`config.mk`:
```
export PLATFORM = sky130hd
export DESIGN_NAME = dbl2int_cvt
export DESIGN_NICKNAME = d
export VERILOG_FILES = /design/src/rtl/dbl_cvt_pkg.sv /design/src/rtl/dbl_cvt_align.sv /design/src/rtl/dbl_cvt_round.sv /design/src/rtl/dbl2int_cvt.sv
export SDC_FILE = /design/constraint.sdc
export NUM_CORES = 1
export LEC_CHECK = 0
export ABC_AREA = 1
export BUFFER_PORTS_ARGS = -buffer_cell sky130_fd_sc_hd__buf_2
export CAP_MARGIN = 25
export CORE_MARGIN = 2
export CORE_UTILIZATION = 25
export DETAILED_ROUTE_END_ITERATION = 8
export PLACE_DENSITY_LB_ADDON = 0.08
export SLEW_MARGIN = 20
export SYNTH_ARGS = -nofsm -noshare
export SYNTH_HDL_FRONTEND = slang
export SYNTH_HIERARCHICAL = 1
export SYNTH_SLANG_ARGS = --single-unit
```
`constraint.sdc`:
```
create_clock -name clk_i -period 0.8 [get_ports clk_i]
set_clock_uncertainty 0.15 [all_clocks]
set_input_delay 0.04 -clock clk_i [delete_from_list [all_inputs] [get_ports clk_i]]
set_output_delay 0.04 -clock clk_i [all_outputs]
set_load 0.01 [all_outputs]
```
`src/rtl/dbl_cvt_pkg.sv`:
```
package dbl_cvt_pkg;
  localparam int unsigned DBL_W  = 64;
  localparam int unsigned EXP_W  = 11;
  localparam int unsigned MAN_W  = 52;
  localparam int unsigned SIG_W  = MAN_W + 1;
  localparam int unsigned BIAS_Z = 1075;  // exponent where the significand LSB weighs 1
  localparam int unsigned EXP_HUGE = 1087;  // |x| >= 2^64
  localparam int unsigned INT_W  = 64;

  typedef enum logic [1:0] {
    RM_NEAR = 2'b00,
    RM_DOWN = 2'b01,
    RM_UP   = 2'b10,
    RM_ZERO = 2'b11
  } rmode_e;

  typedef struct packed {
    logic             sign;
    logic             special;  // NaN or infinity
    logic             huge;
    logic [INT_W-1:0] ipart;
    logic             rbit;
    logic             sticky;
  } aligned_t;
endpackage

```
`src/rtl/dbl_cvt_align.sv`:
```
module dbl_cvt_align
  import dbl_cvt_pkg::*;
(
  input  logic [DBL_W-1:0] dbl_i,
  output aligned_t         aln_o
);
  localparam int unsigned EXT_W = SIG_W + INT_W;

  logic [EXP_W-1:0] exp_raw, exp_eff;
  logic [SIG_W-1:0] sig;
  logic [EXP_W-1:0] rsh;
  logic [EXT_W-1:0] ext;

  assign exp_raw = dbl_i[DBL_W-2 -: EXP_W];
  assign exp_eff = (exp_raw == '0) ? EXP_W'(1) : exp_raw;  // denormals share emin
  assign sig     = {exp_raw != '0, dbl_i[MAN_W-1:0]};
  assign rsh     = EXP_W'(BIAS_Z) - exp_eff;
  assign ext     = {sig, {INT_W{1'b0}}} >> rsh[6:0];

  always_comb begin
    aln_o         = '0;
    aln_o.sign    = dbl_i[DBL_W-1];
    aln_o.special = &exp_raw;
    aln_o.huge    = exp_raw >= EXP_W'(EXP_HUGE);
    if (exp_eff >= EXP_W'(BIAS_Z)) begin
      aln_o.ipart = INT_W'(sig) << (exp_eff - EXP_W'(BIAS_Z));
    end else if (rsh > EXP_W'(INT_W)) begin
      aln_o.sticky = |sig;
    end else begin
      aln_o.ipart  = INT_W'(ext[EXT_W-1 -: SIG_W]);
      aln_o.rbit   = ext[INT_W-1];
      aln_o.sticky = |ext[INT_W-2:0];
    end
  end
endmodule

```
`src/rtl/dbl_cvt_round.sv`:
```
module dbl_cvt_round
  import dbl_cvt_pkg::*;
(
  input  aligned_t         aln_i,
  input  logic [1:0]       rmode_i,
  input  logic             wide_i,
  output logic [INT_W-1:0] res_o,
  output logic             inv_o,
  output logic             inx_o
);
  logic           frac_nz, inc, over;
  logic [INT_W:0] mag, lim;

  assign frac_nz = aln_i.rbit | aln_i.sticky;

  always_comb begin
    unique case (rmode_e'(rmode_i))
      RM_NEAR: inc = aln_i.rbit & (aln_i.sticky | aln_i.ipart[0]);
      RM_DOWN: inc = frac_nz & aln_i.sign;
      RM_UP:   inc = frac_nz & ~aln_i.sign;
      default: inc = 1'b0;
    endcase
  end

  assign mag   = {1'b0, aln_i.ipart} + (INT_W+1)'(inc);
  assign lim   = wide_i ? ((INT_W+1)'(1) << (INT_W-1)) : ((INT_W+1)'(1) << 31);
  assign over  = aln_i.sign ? (mag > lim) : (mag >= lim);
  assign inv_o = aln_i.special | aln_i.huge | over;
  assign inx_o = frac_nz & ~inv_o;
  assign res_o = aln_i.sign ? (~mag[INT_W-1:0] + 1'b1) : mag[INT_W-1:0];

  always_comb begin
    if (!inv_o && !wide_i) begin
      p_fits32_r3: assert (res_o[INT_W-1:31] == '0 || res_o[INT_W-1:31] == '1);
    end
  end
endmodule

```
`src/rtl/dbl2int_cvt.sv`:
```
module dbl2int_cvt
  import dbl_cvt_pkg::*;
#(
  parameter int unsigned VEC_W = 128
) (
  input  logic             clk_i,
  input  logic             rst_ni,
  input  logic             valid_i,
  output logic             ready_o,
  input  logic [VEC_W-1:0] src_i,
  input  logic             wide_i,
  input  logic [1:0]       rmode_i,
  input  logic             inv_mask_i,
  output logic             res_vld_o,
  output logic [INT_W-1:0] res_o,
  output logic             flag_vld_o,
  output logic             invalid_o,
  output logic             inexact_o
);
  localparam logic [INT_W-1:0] INDEF64 = {1'b1, {(INT_W-1){1'b0}}};
  localparam logic [INT_W-1:0] INDEF32 = {{(INT_W-31){1'b1}}, 31'b0};

  aligned_t         aln;
  logic [INT_W-1:0] cvt_res;
  logic             cvt_inv, cvt_inx, wide_q;

  assign ready_o = 1'b1;

  dbl_cvt_align u_align (
    .dbl_i (src_i[DBL_W-1:0]),
    .aln_o (aln)
  );

  dbl_cvt_round u_round (
    .aln_i   (aln),
    .rmode_i (rmode_i),
    .wide_i  (wide_i),
    .res_o   (cvt_res),
    .inv_o   (cvt_inv),
    .inx_o   (cvt_inx)
  );

  always_ff @(posedge clk_i or negedge rst_ni) begin
    if (!rst_ni) begin
      res_vld_o  <= 1'b0;
      res_o      <= '0;
      flag_vld_o <= 1'b0;
      invalid_o  <= 1'b0;
      inexact_o  <= 1'b0;
      wide_q     <= 1'b0;
    end else begin
      flag_vld_o <= valid_i;
      invalid_o  <= valid_i & cvt_inv;
      inexact_o  <= valid_i & cvt_inx;
      res_vld_o  <= valid_i & (~cvt_inv | inv_mask_i);
      wide_q     <= wide_i;
      if (!valid_i || (cvt_inv && !inv_mask_i)) res_o <= '0;
      else if (cvt_inv)                         res_o <= wide_i ? INDEF64 : INDEF32;
      else                                      res_o <= cvt_res;
    end
  end

  p_latency_r1: assert property (@(posedge clk_i) disable iff (!rst_ni)
    valid_i |=> flag_vld_o);
  p_idle_quiet_r1: assert property (@(posedge clk_i) disable iff (!rst_ni)
    !flag_vld_o |-> !invalid_o && !inexact_o && !res_vld_o);
  p_indef_r6: assert property (@(posedge clk_i) disable iff (!rst_ni)
    res_vld_o && invalid_o |-> res_o == (wide_q ? INDEF64 : INDEF32));
  p_sext_r3: assert property (@(posedge clk_i) disable iff (!rst_ni)
    res_vld_o && !wide_q |-> res_o[INT_W-1:32] == {32{res_o[31]}});
  p_flag_excl_r8: assert property (@(posedge clk_i) disable iff (!rst_ni)
    flag_vld_o |-> !(invalid_o && inexact_o));
  p_ready_r1: assert property (@(posedge clk_i) disable iff (!rst_ni) ready_o);
endmodule

```
==> impl_metrics.csv <==
group,metric,value,unit
worst_setup_path,path_common_cell,"nand2_1",
place,port_buffers,138,
clocking,clkSinkCount,68,
logic_synthesis,ys_top_cells_by_count,"nand2_1, nand3_1, nor2_1, inv_1, nand4_1",
worst_setup_path,critical_path_required,0.93,ns
worst_hold_path,min_path_cells,2,
clocking,cts_buffer_depth,2,
grt,grt_pass1_wl,157000,µm
clocking,numCtsBuffers,9,
clocking,cts_root_buf,"clkbuf_16",
sta,fin_crit_sh,7.39,
logic_synthesis,yosys.area.top_type_share,0.244,
place,gp_congestion,0.997,
clocking,cts_tree,"done",
detailed_routing,routedWlPerCell,21.7,µm
logic_synthesis,ys_warn_count,6,
detailed_routing,wl,109000,µm
worst_setup_path,crit_path_max_incr_delay,0.31,ns
worst_hold_path,holdPathEnd,"flag_vld_o",
clocking,htree_levels,3,
floorplanning,num_rows,93,
sta,finalHoldViolCount,21,
logic_synthesis,synth.most_common_cell,"nand2_1",
sta,worst_slew_pin_slew,0.540,ns
pwr,powerDensity,1170,mW/mm²
pwr,vdd_drop_max,0.000848,V
grt,grt_start_max_net_pins,44,
worst_hold_path,hold_class,"primary input to register",
worst_setup_path,cp-end-kind,"register",
worst_setup_path,critPathMaxFanout,8,
pwr,swShare,0.504,
logic_synthesis,ys.flop_type,"dfrtp_1",
clocking,hold_buffers,1,
pwr,p_leak,14.9,nW
logic_synthesis,ys_types,60,
logic_synthesis,synth_edf_count,0,
worst_setup_path,path_buf_inv,12,
sta,slew_violations,0,
logic_synthesis,ys_seq_area_frac,0.104,
pwr,clkPwrFrac,0.133,
pwr,p_sw,17.0,mW
grt,grt_pass1_vias,24400,
status,violations,"hold timing, setup timing",
detailed_routing,post_drt_via_cell_ratio,5.10,
detailed_routing,drcViolationCount,0,
sta,grt_setup_unrepaired,"true",
floorplanning,core_area,0.0646,mm²
sta,min_period,5.91,ns
grt,track_usage,0.311,
logic_synthesis,yosys.area.top_type,"nand2_1",
worst_setup_path,crit_family,"simple AND/OR/NAND/NOR gates",
run,cap_violations,0,
logic_synthesis,synth_area,0.0164,mm²
detailed_routing,drt_pre_antenna_iters,6,
finish,nNetsFinal,4334,
logic_synthesis,ys_seq_elements,68,
place,dp_cells,4980,
sta,fin_ws,-5.11,ns
grt,grt_overflow_total,0,
worst_hold_path,worstHoldStart,"valid_i",
sta,setup_viol,135,
floorplanning,io_pins,204,
detailed_routing,drtIter0Drc,2371,
worst_setup_path,startpoint_type,"primary input",
worst_setup_path,worstPathArrival,6.05,ns
floorplanning,die_h,260,µm
logic_synthesis,post_synth.cell_area_avg,5.08,µm²
logic_synthesis,syn_inst,3224,
place,dp_hpwl,90800,µm
pwr,p_comb_frac,0.752,
floorplanning,start_util,0.254,
finish,final.fill_count,7059,
floorplanning,dieArea,0.0676,mm²
sta,hold_ws,-0.112,ns
clocking,clk_transition_reported_paths,0.06,ns
finish,final_cells,5049,
finish,antennaDiodeCount,0,
finish,drive_gt1_frac,0.420,
logic_synthesis,mappedNetlistNets,3369,
sta,timing.fmax,169,MHz
worst_setup_path,worstSetupPathType,"primary input to register",
logic_synthesis,synthTopCellsByArea,"nand2_1, nand3_1, dfrtp_1",
worst_setup_path,slowest_stage,"a21oi_4",
detailed_routing,ant_nets,0,
sta,slew_headroom,0.636,
pwr,pwr-share-seq,0.115,
detailed_routing,num_vias,25700,
status,outcome,"finished, violations left",
logic_synthesis,async_flop_share,1.00,
finish,area_growth,76.2,%
grt,antenna_found_initial,4,
pwr,p_int,16.7,mW
floorplanning,die_width,260,µm
cell type report:
cell class	instances	area [µm²]	area share
Multi-Input combinational cell	2684	15500	0.537
Sequential cell	68	1700	0.0589
Timing Repair Buffer	1108	9050	0.313
Inverter	318	1230	0.0425
Clock buffer	9	225	0.00780
Clock inverter	7	98.8	0.00342
Tap cell	855	1070	0.0370
cells by family after synthesis:
family / synth area share
and+or+nand+nor: 0.663
buffers and inverters: 0.114
AOI/OAI and AO/OA: 0.0642
xor gates and xnor gates: 0.0453
DFF: 0.104
adders and majority gates: 0.00763
muxes: 0.00122
other: 0.000229
metrics by stage:
step                       util  instance area (µm²)  power [mW]  setup WS [ns]  setup TNS (ns)
after global placement    0.390                25200        26.2          -6.25         -413.36
after floorplan               -                16700        14.8          -4.18         -275.80
after detailed placement  0.390                25200        26.1          -6.17         -408.40
after CTS                 0.407                26300        31.5          -5.25         -365.84
after global routing      0.447                28900        35.8          -5.38         -372.64
final                     0.447                28900        33.7          -5.11         -350.32
cell usage in the layout, fill, tap and decap left out, types with 68 or more instances in the layout:
cell	instances
nand2_1	931
buf_4	888
nand3_1	503
inv_1	283
nor2_1	269
nand3_2	209
nand2_2	133
buf_2	115
nand4_1	86
nor2_2	79
dfrtp_1	68
worst max-delay path by stage:
| stage | startpoint | depth (start not counted) | end | slack, ns |
|---|---|---|---|---|
| 2_1_floorplan | src_i[55] | 50 | res_o[35] | -4.18 |
| 3_3_place_gp | src_i[55] | 48 | res_o[5] | -6.25 |
| 3_5_place_dp | src_i[53] | 49 | res_o[5] | -6.17 |
| 4_1_cts | src_i[55] | 54 | res_o[49] | -5.25 |
| 5_1_grt | src_i[55] | 52 | res_o[61] | -5.38 |
| 6_report | src_i[55] | 48 | res_o[39] | -5.11 |
sequential cells by signal, indices dropped and copies added (netlist names):
signal,cells
res_o,64
res_vld_o,1
invalid_o,1
flag_vld_o,1
inexact_o,1
routing by layer:
layer  vias to the layer above  track usage  share of wire
met5                         -            0        0.00027
met4                         6       0.0502          0.020
met3                       100       0.0611          0.084
met2                       941        0.469           0.42
met1                     12200        0.460           0.48
li1                      12500            -              -
power groups by stage:
stage	Clock [mW]	Sequential, mW	Combinational [mW]
after global routing	4.72	3.91	27.2
after detailed placement	0	3.91	22.2
after global placement	0	3.92	22.3
final	4.48	3.87	25.3
after CTS	4.63	3.86	23.0
after floorplan	0	4.10	10.7
what timing repair did:
item,4_1_cts,5_1_grt
cloned,4,10
gates resized for setup,130,500
buffers inserted,10,28
pin swaps,20,96
hold endpoints to repair,97,3
endpoints found under the setup margin,135,135
Power figures use the tool's default switching activity.
